[config.mk]
export PLATFORM = sky130hd
export DESIGN_NAME = seg_addr_gen
export DESIGN_NICKNAME = d
export VERILOG_FILES = /design/src/rtl/seg_addr_pkg.sv /design/src/rtl/seg_regfile.sv /design/src/rtl/seg_select.sv /design/src/rtl/seg_adder.sv /design/src/rtl/seg_addr_gen.sv
export SDC_FILE = /design/constraint.sdc
export NUM_CORES = 1
export LEC_CHECK = 0
export CORE_MARGIN = 4
export CORE_UTILIZATION = 60
export DETAILED_ROUTE_END_ITERATION = 8
export DONT_BUFFER_PORTS = 1
export PLACE_DENSITY = 0.76
export SYNTH_ARGS = -nofsm -noshare
export SYNTH_HDL_FRONTEND = slang
export SYNTH_SLANG_ARGS = --single-unit
[constraint.sdc]
create_clock -name clk -period 5.6 [get_ports clk]
set_input_delay 0.56 -clock clk [delete_from_list [all_inputs] [get_ports clk]]
set_output_delay 0.56 -clock clk [all_outputs]
set_load 0.02 [all_outputs]
[src/rtl/seg_addr_pkg.sv]
package seg_addr_pkg;

    // Segment index; the encoding matches the prefix selector.
    typedef enum logic [1:0] {
        SEG_EXTRA = 2'b00,
        SEG_CODE  = 2'b01,
        SEG_STACK = 2'b10,
        SEG_DATA  = 2'b11
    } seg_id_e;

    // Kind of memory access requesting an address.
    typedef enum logic [1:0] {
        ACC_FETCH  = 2'b00,
        ACC_STACK  = 2'b01,
        ACC_DATA   = 2'b10,
        ACC_STRDST = 2'b11
    } acc_kind_e;

    localparam int unsigned SEG_COUNT = 4;

endpackage

[src/rtl/seg_regfile.sv]
module seg_regfile
    import seg_addr_pkg::*;
#(
    parameter int unsigned  SEG_W  = 16,
    parameter logic [15:0]  CS_RST = 16'hFFFF
) (
    input  logic                              clk,
    input  logic                              rst_n,
    input  logic [SEG_COUNT-1:0]              load_mask,
    input  logic [SEG_W-1:0]                  wdata,
    output logic [SEG_COUNT-1:0][SEG_W-1:0]   seg_q,
    output logic [SEG_COUNT-1:0][SEG_W-1:0]   seg_fwd
);

    for (genvar g = 0; g < SEG_COUNT; g++) begin : g_seg
        // Only the code segment has a non-zero reset value.
        localparam logic [SEG_W-1:0] RST_VAL =
            (g == int'(SEG_CODE)) ? SEG_W'(CS_RST) : '0;

        always_ff @(posedge clk or negedge rst_n) begin
            if (!rst_n) begin
                seg_q[g] <= RST_VAL;
            end else if (load_mask[g]) begin
                seg_q[g] <= wdata;
            end
        end

        // Write-through view used by a same-cycle access.
        always_comb begin
            seg_fwd[g] = load_mask[g] ? wdata : seg_q[g];
        end

        // an unloaded register keeps its value
        p_hold_r9: assert property (@(posedge clk) disable iff (!rst_n)
            !load_mask[g] |=> $stable(seg_q[g]));

        // a loaded register takes the write data
        p_load_r9: assert property (@(posedge clk) disable iff (!rst_n)
            load_mask[g] |=> seg_q[g] == $past(wdata));
    end

endmodule

[src/rtl/seg_select.sv]
module seg_select
    import seg_addr_pkg::*;
(
    input  acc_kind_e  kind,
    input  logic       pfx_valid,
    input  seg_id_e    pfx_sel,
    output seg_id_e    sel
);

    seg_id_e dflt;

    always_comb begin
        unique case (kind)
            ACC_FETCH:  dflt = SEG_CODE;
            ACC_STACK:  dflt = SEG_STACK;
            ACC_DATA:   dflt = SEG_DATA;
            ACC_STRDST: dflt = SEG_EXTRA;
            default:    dflt = SEG_DATA;
        endcase
    end

    always_comb begin
        sel = pfx_valid ? pfx_sel : dflt;
    end

endmodule

[src/rtl/seg_adder.sv]
module seg_adder #(
    parameter int unsigned SEG_W = 16,
    parameter int unsigned OFF_W = 16,
    parameter int unsigned SHIFT = 4,
    localparam int unsigned ADDR_W = SEG_W + SHIFT
) (
    input  logic [SEG_W-1:0]  seg,
    input  logic [OFF_W-1:0]  off,
    output logic [ADDR_W-1:0] addr
);

    logic [ADDR_W-1:0] seg_sh;
    logic [ADDR_W-1:0] off_ext;

    always_comb begin
        seg_sh  = {seg, {SHIFT{1'b0}}};
        off_ext = ADDR_W'(off);
        // The sum is kept at ADDR_W bits; the top carry falls away.
        addr    = seg_sh + off_ext;
    end

endmodule

[src/rtl/seg_addr_gen.sv]
module seg_addr_gen
    import seg_addr_pkg::*;
#(
    parameter int unsigned SEG_W  = 16,
    parameter int unsigned OFF_W  = 16,
    parameter int unsigned SHIFT  = 4,
    parameter logic [15:0] CS_RST = 16'hFFFF,
    localparam int unsigned ADDR_W = SEG_W + SHIFT
) (
    input  logic              clk,
    input  logic              rst_n,
    input  logic              cs_load,
    input  logic              ds_load,
    input  logic              ss_load,
    input  logic              es_load,
    input  logic [SEG_W-1:0]  seg_wdata,
    input  logic [1:0]        acc_kind,
    input  logic              pfx_valid,
    input  logic [1:0]        pfx_sel,
    input  logic [OFF_W-1:0]  offset,
    output logic [ADDR_W-1:0] phys_addr
);

    localparam logic [ADDR_W-1:0] RST_ADDR = {SEG_W'(CS_RST), {SHIFT{1'b0}}};

    logic [SEG_COUNT-1:0]            load_mask;
    logic [SEG_COUNT-1:0][SEG_W-1:0] seg_q;
    logic [SEG_COUNT-1:0][SEG_W-1:0] seg_fwd;
    seg_id_e                         sel;
    logic [SEG_W-1:0]                seg_val;
    logic [ADDR_W-1:0]               addr_d;

    always_comb begin
        load_mask                 = '0;
        load_mask[int'(SEG_EXTRA)] = es_load;
        load_mask[int'(SEG_CODE)]  = cs_load;
        load_mask[int'(SEG_STACK)] = ss_load;
        load_mask[int'(SEG_DATA)]  = ds_load;
    end

    seg_regfile #(
        .SEG_W  (SEG_W),
        .CS_RST (CS_RST)
    ) u_regs (
        .clk       (clk),
        .rst_n     (rst_n),
        .load_mask (load_mask),
        .wdata     (seg_wdata),
        .seg_q     (seg_q),
        .seg_fwd   (seg_fwd)
    );

    seg_select u_sel (
        .kind      (acc_kind_e'(acc_kind)),
        .pfx_valid (pfx_valid),
        .pfx_sel   (seg_id_e'(pfx_sel)),
        .sel       (sel)
    );

    always_comb begin
        seg_val = seg_fwd[sel];
    end

    seg_adder #(
        .SEG_W (SEG_W),
        .OFF_W (OFF_W),
        .SHIFT (SHIFT)
    ) u_add (
        .seg  (seg_val),
        .off  (offset),
        .addr (addr_d)
    );

    always_ff @(posedge clk or negedge rst_n) begin
        if (!rst_n) begin
            phys_addr <= RST_ADDR;
        end else begin
            phys_addr <= addr_d;
        end
    end

    // Reference arithmetic for the checks: multiply, add, reduce modulo 2^ADDR_W.
    function automatic logic [ADDR_W-1:0] ref_addr(input logic [SEG_W-1:0] s,
                                                   input logic [OFF_W-1:0] o);
        longint unsigned full;
        full = longint'(s) * (longint'(1) << SHIFT) + longint'(o);
        return ADDR_W'(full % (longint'(1) << ADDR_W));
    endfunction

    // a plain fetch uses the code segment (R1, R11 arithmetic)
    p_fetch_code_r2: assert property (@(posedge clk) disable iff (!rst_n)
        (acc_kind == 2'b00 && !pfx_valid && load_mask == '0)
        |=> phys_addr == ref_addr($past(seg_q[1]), $past(offset)));

    // a plain stack access uses the stack segment
    p_stack_ss_r3: assert property (@(posedge clk) disable iff (!rst_n)
        (acc_kind == 2'b01 && !pfx_valid && load_mask == '0)
        |=> phys_addr == ref_addr($past(seg_q[2]), $past(offset)));

    // a plain data access uses the data segment
    p_data_ds_r4: assert property (@(posedge clk) disable iff (!rst_n)
        (acc_kind == 2'b10 && !pfx_valid && load_mask == '0)
        |=> phys_addr == ref_addr($past(seg_q[3]), $past(offset)));

    // a string destination uses the extra segment
    p_strdst_es_r5: assert property (@(posedge clk) disable iff (!rst_n)
        (acc_kind == 2'b11 && !pfx_valid && load_mask == '0)
        |=> phys_addr == ref_addr($past(seg_q[0]), $past(offset)));

    // a valid prefix selects the segment
    p_override_r6: assert property (@(posedge clk) disable iff (!rst_n)
        (pfx_valid && load_mask == '0)
        |=> phys_addr == ref_addr($past(seg_q[pfx_sel]), $past(offset)));

    // a code segment load in the same cycle as a fetch is seen by it
    p_forward_r10: assert property (@(posedge clk) disable iff (!rst_n)
        (cs_load && acc_kind == 2'b00 && !pfx_valid)
        |=> phys_addr == ref_addr($past(seg_wdata), $past(offset)));

endmodule

==> results_dict.tcl, run 1 <==
set metrics [dict create \
    status "complete, no violations" \
    seq_area_frac_synth_pct 53.7 \
    final_nets 328 \
    std_cell_rows 29 \
    timing.critical_path.required_ns 5.87 \
    crit_buf_inv 0 \
    antenna_found_initial 0 \
    drc 0 \
    avgSynthCellArea_um2 14.8 \
    die_w_um 89.5 \
    peakVddDrop_mv 0.263 \
    final_common_cell "mux2_2" \
    tightestPinTransition_ns 0.465 \
    syn2layout_area_growth_pct 7.66 \
    dieArea_um2 8010 \
    drt_iter0_drc 90 \
    root_buffer "clkbuf_8" \
    drv_cap 0 \
    synth_warnings 0 \
    dr.pass1.iters 4 \
    insertion_delay_ns 0.35 \
    fin_crit_sh_pct 56.2 \
    cts_made_buffers 9 \
    dpl.hpwl_um 4940 \
    overflow 0 \
    finalWorstPathRequiredPeriod_ns 3.14 \
    intPower_mw 1.21 \
    post_cts_buffers 0 \
    p_sw_uw 458 \
    cts_resized 0 \
    maxSlewViolCount 0 \
    hp-class "input pin to asynchronous set/reset pin" \
    synthesis.nets 327 \
    worst-path-max-fanout 18 \
    wl_per_cell_um 21.3 \
    grt_first_pass_wirelength_um 12100 \
    p_per_area_nw_per_um2 389 \
    crit_path_top_delay_cell "mux4_2" \
    cp_top_family "compound AO/OA/AOI/OAI gates" \
    sw_frac_of_total_pct 27.4 \
    leakage_nw 1.79 \
    wl_um 7510 \
    start_kind "input pin" \
    fmax_ghz 0.318 \
    finalSetupViolations 0 \
    clockPowerShare_pct 30.7 \
    synth-edff-count 0 \
    netlist_instances 270 \
    worstPathArrival_ns 3.41 \
    seqPwrFrac_pct 50.9 \
    ys.flop_type "dfrtp_1" \
    final_antenna_net_count 0 \
    rsz0062_at_grt "false" \
    grt_start_max_net_pins 53 \
    comb_power_share_pct 18.4 \
    clock_skew_ns 0.00677 \
    first_global_vias 2387 \
    max_stage_delay_ns 0.54 \
    port_buffers 0 \
    start_util_pct 62.4 \
    diodes 0 \
    viasPerCell 6.18 \
    critical_path_class "input pin to flip-flop" \
    ys_seq_elements 84 \
    gp_congestion 0.865 \
    via_count 2174 \
    crit_path_cell_trace "or2_1 -> nand2_8 -> mux4_2 -> ha_1 -> fa_1 -> a21o_1 -> a221oi_2 -> o311ai_2 -> o211ai_1 -> nor3b_2 -> xor2_1" \
    async_flop_share_pct 100 \
    cts_tree "yes" \
    layout_common_cells "mux2_2, dfrtp_1, dfstp_2" \
    synth.distinct_cells 40 \
    crit_path_end_kind "flip-flop" \
    slew_headroom_pct 68.8 \
    clock-sinks 84 \
    final_cell_area_um2 4290 \
    syn_area_um2 3990 \
    path_clk_slew_ns 0.08 \
    die_h_um 89.5 \
    core_um2 6390 \
    drive_above_1_share_pct 45.8 \
    finalHoldViolations 0 \
    h-tree-depth 3 \
    clock_path_buffers 2 \
    setup_tns_ns 0 \
    gr-usage-all-layers_pct 20.7 \
    dpl-instance-area_um2 4030 \
    pin_count 63 \
]
## power by group through the flow
stage / Clock [mW] / Combinational [mW] / Sequential (mW)
after floorplan: 0 / 0.254 / 0.852
after global placement: 0 / 0.290 / 0.860
after detailed placement: 0 / 0.296 / 0.862
after CTS: 0.524 / 0.307 / 0.851
after global routing: 0.552 / 0.340 / 0.864
final: 0.513 / 0.307 / 0.849
## sequential cells by signal (all words and copies together) (netlist names)
register,flops
phys_addr,20
u_regs.seg_q,64
## cell type report
cell class                      instances  area [um2]
Timing Repair Buffer                    2        35.0
Tap cell                               77        96.3
Sequential cell                        84        2140
Multi-Input combinational cell        168        1760
Fill cell                             426        2090
Inverter                                6        22.5
Clock inverter                          4        97.6
Clock buffer                           11         141
## per-layer routing
layer / wire length, um / up-vias / global-route usage [%] / share of wire, %
met3: 508 / 13 / 7.00 / 6.8
met4: 125 / 0 / 6.77 / 1.7
met5: 0 / - / 0 / 0
met1: 3380 / 1127 / 28.0 / 45
met2: 3500 / 59 / 31.8 / 47
li1: - / 975 / - / -
## final timing paths
| path | from | end | slack [ns] | cells after the start |
|---|---|---|---|---|
| setup reg to reg | u_regs.seg_q[0]$_DFF_PN0_ | phys_addr[18]$_DFF_PN1_ | 2.64 | 10 |
| setup / recovery | acc_kind[0] | phys_addr[18]$_DFF_PN1_ | 2.46 | 11 |
| hold / removal | rst_n | phys_addr[15]$_DFF_PN1_ | 0.04 | 0 |
| max in group asynchronous | rst_n | u_regs.seg_q[63]$_DFF_PN0_ | 5.27 | 1 |
| min in group clk | offset[2] | phys_addr[2]$_DFF_PN0_ | 0.23 | 0 |
| hold reg to reg | u_regs.seg_q[60]$_DFF_PN0_ | u_regs.seg_q[60]$_DFF_PN0_ | 0.48 | 2 |
## worst reg2reg max path, cell delays in order (launching register included)
cell and delay, ns:
dfrtp_1 0.37, mux2_2 0.28, mux4_2 0.47, ha_1 0.22, fa_1 0.41, a21o_1 0.22, a221oi_2 0.36, o311ai_2 0.11
o211ai_1 0.19, nor3b_2 0.10, xor2_1 0.15
## metrics by stage
step / cells / utilization [%] / total power [mW] / setup WS (ns) / hold WS, ns
after floorplan: 270 / - / 1.11 / 2.19 / 0.264
after CTS: 352 / 67.2 / 1.68 / 2.46 / 0.0274
final: 352 / 67.2 / 1.67 / 2.46 / 0.0423
after global placement: 336 / 63.0 / 1.15 / 2.19 / 0.267
after detailed placement: 336 / 63.0 / 1.16 / 2.11 / 0.268
after global routing: 352 / 67.2 / 1.76 / 2.32 / 0.0193
## what timing repair did
action,4_1_cts,5_1_grt
hold buffers,1,0
endpoints found under the setup margin,0,0
hold endpoints to repair,52,0
## logic make-up (layout without fill, tap and decap cells)
kind of cell / after synthesis / count (layout) / synth area share (%)
AND/OR/NAND/NOR: 24 / 24 / 3.55
XOR/XNOR: 15 / 15 / 3.29
AO/OA/AOI/OAI: 33 / 33 / 6.21
adder cells (fa/ha/maj): 14 / 14 / 4.58
flip-flops: 84 / 84 / 53.7
buffers and inverters: 18 / 23 / 2.29
multiplexers: 82 / 82 / 26.4
## Yosys cell counts, types with 3 or more instances
cell type / number / area [um2]
a21o_1: 5 / 37.5
a21oi_1: 10 / 50.1
buf_2: 10 / 50.1
dfrtp_1: 52 / 1300
dfstp_2: 32 / 841
ha_1: 13 / 163
inv_1: 6 / 22.5
mux2_2: 59 / 664
mux2i_1: 9 / 90.1
mux4_2: 11 / 248
nand2_1: 9 / 33.8
nand2b_1: 4 / 25.0
nand3_1: 3 / 15.0
o211ai_1: 3 / 22.5
xnor2_1: 6 / 52.6
xor2_1: 9 / 78.8
Power figures use the tool's default switching activity.
==> run 2, diff against run 1 <==
CORE_UTILIZATION = 57   (was 60)
PLACE_DENSITY = 0.75   (was 0.76)
clock period = 2.5 ns   (was 5.6 ns; I/O delays follow)
==> run 2 against run 1 <==
The run now ends with setup timing left; die area grew 4.8%; design area grew 10%; core utilization is 2.3 points higher; critical endpoint unchanged; largest power group unchanged.
==> results_dict.tcl, run 2 (synthesized netlist as in run 1, its figures left out) <==
set metrics [dict create \
    r2r_slack_ns -0.22 \
    std_cell_rows 30 \
    drt_iter0_drc 65 \
    grt_start_max_net_pins 85 \
    p_per_area_nw_per_um2 794 \
    rsz0062_at_grt "true" \
    status "complete, but fails checks" \
    dieArea_um2 8400 \
    wl_um 7790 \
    clock-sinks 84 \
    crit_path_end_kind "flip-flop" \
    pin_count 63 \
    finalHoldViolations 0 \
    drv_cap 0 \
    layout_common_cells "mux2_2, dfrtp_1, dfstp_2" \
    cts_made_buffers 9 \
    reg2reg_from "u_regs.seg_q[16]$_DFF_PN1_" \
    dr.pass1.iters 4 \
    violations "setup timing" \
    first_global_vias 2537 \
    final_common_cell "mux2_2" \
    slew_headroom_pct 74.5 \
    multiInputGateArea_um2 1880 \
    placed_cells_incl_taps 384 \
    fin_crit_sh_pct 109 \
    r2r_cells 10 \
    finalWorstPathRequiredPeriod_ns 2.72 \
    final_cells 410 \
    antenna_found_initial 0 \
    final_antenna_net_count 0 \
    critical_path_class "flip-flop to flip-flop" \
    largest_register_ffs 64 \
    peakVddDrop_mv 0.396 \
    finalSetupViolations 9 \
    drc 0 \
    syn2layout_area_growth_pct 18.4 \
    h-tree-depth 3 \
    grt_first_pass_wirelength_um 12900 \
    leakage_nw 1.98 \
    core_um2 6790 \
    path_clk_slew_ns 0.09 \
    worstPathArrival_ns 2.98 \
    gp_congestion 0.767 \
    fmax_ghz 0.368 \
    clock_path_buffers 2 \
    overflow 0 \
    regToRegEndpoint "phys_addr[18]$_DFF_PN1_" \
    fillers 482 \
    cts_tree "yes" \
    diodes 0 \
    hp-class "input pin to flip-flop" \
    final_util_pct 69.5 \
    drive_above_1_share_pct 55.1 \
    worst-path-max-fanout 3 \
    hold_path_depth 1 \
    dpl.hpwl_um 5540 \
    via_count 2300 \
    maxSlewViolCount 0 \
    gr-usage-all-layers_pct 20.1 \
    fin_ws_ns -0.220 \
    hold_end "phys_addr[4]$_DFF_PN1_" \
    start_kind "flip-flop" \
    wl_per_cell_um 19.0 \
    die_w_um 91.6 \
    hold_slack_ns 0.0409 \
    start_util_pct 58.7 \
    die_h_um 91.6 \
    clock_skew_ns 0.0119 \
    regMostFlops "u_regs.seg_q" \
    reg_top3 "u_regs.seg_q: 64 flops, phys_addr: 20 flops" \
    viasPerCell 5.61 \
    timing.critical_path.required_ns 2.76 \
    tightestPinTransition_ns 0.383 \
    final_nets 366 \
    root_buffer "clkbuf_8" \
    port_buffers 0 \
    min_from "offset[4]" \
    seqCellArea_um2 2140 \
    insertion_delay_ns 0.34 \
]
run 2: cell types whose count changed in the layout (fill, tap and decap cells not counted), sizes merged:
| cell | delta |
|---|---|
| buf | +33 |
| bufinv | -3 |
| clkbuf | +1 |
| clkinv | +2 |
| clkinvlp | +1 |
| dlygate4sd3 | +5 |
run 2: timing repair:
action	in CTS	in global routing
resized for setup	2	6
hold buffers	6	0
setup endpoints to repair	8	9
buffers inserted	1	3
pin swaps	4	4
hold endpoints to repair	88	0
run 2: metal layers:
layer	GRT usage (%)	vias up	wire length, um
li1	-	1053	-
met1	24.9	1196	3330
met5	0	-	0
met2	33.8	43	3930
met4	7.79	0	109
met3	5.09	8	411
run 2: critical path, cell delays in order (launching register included):
cell,delay [ns]
dfstp_2,0.37
mux2_2,0.26
mux4_2,0.50
ha_4,0.19
fa_2,0.35
a21o_1,0.20
a221oi_4,0.27
o311ai_2,0.11
o211ai_1,0.17
nor3b_2,0.09
xor2_1,0.15
run 2: report_power, final:
part	total [mW]	internal, mW	switching (mW)
clock network	0.910	0.446	0.464
registers	1.92	1.69	0.234
logic	0.918	0.507	0.411
run 2: final cells by class:
class                           count  area share (%)
Clock buffer                       12            3.50
Clock inverter                      4           0.689
Inverter                            6           0.477
Multi-Input combinational cell    168            39.9
Sequential cell                    84            45.4
Tap cell                           96            2.54
Timing Repair Buffer               40            7.55
run 2: worst max-delay path by stage:
stage	start	end	slack [ns]
5_1_grt	u_regs.seg_q[48]$_DFF_PN0_	phys_addr[12]$_DFF_PN1_	-0.35
3_3_place_gp	acc_kind[0]	phys_addr[18]$_DFF_PN1_	-0.33
6_report	u_regs.seg_q[16]$_DFF_PN1_	phys_addr[18]$_DFF_PN1_	-0.22
3_5_place_dp	acc_kind[0]	phys_addr[18]$_DFF_PN1_	-0.38
4_1_cts	u_regs.seg_q[16]$_DFF_PN1_	phys_addr[18]$_DFF_PN1_	-0.21
2_1_floorplan	acc_kind[0]	phys_addr[18]$_DFF_PN1_	-0.42
run 2: through the flow:
stage               cell area, um2  setup TNS [ns]  total power, mW  setup WS, ns
CTS                           4660           -1.23             3.75        -0.213
detailed placement            4370           -2.59             2.76        -0.379
global route                  4720           -2.33             3.96        -0.349
global placement              4370           -2.27             2.74        -0.335
finish                        4720           -1.32             3.75        -0.220
floorplan                     4110           -2.17             2.53        -0.423
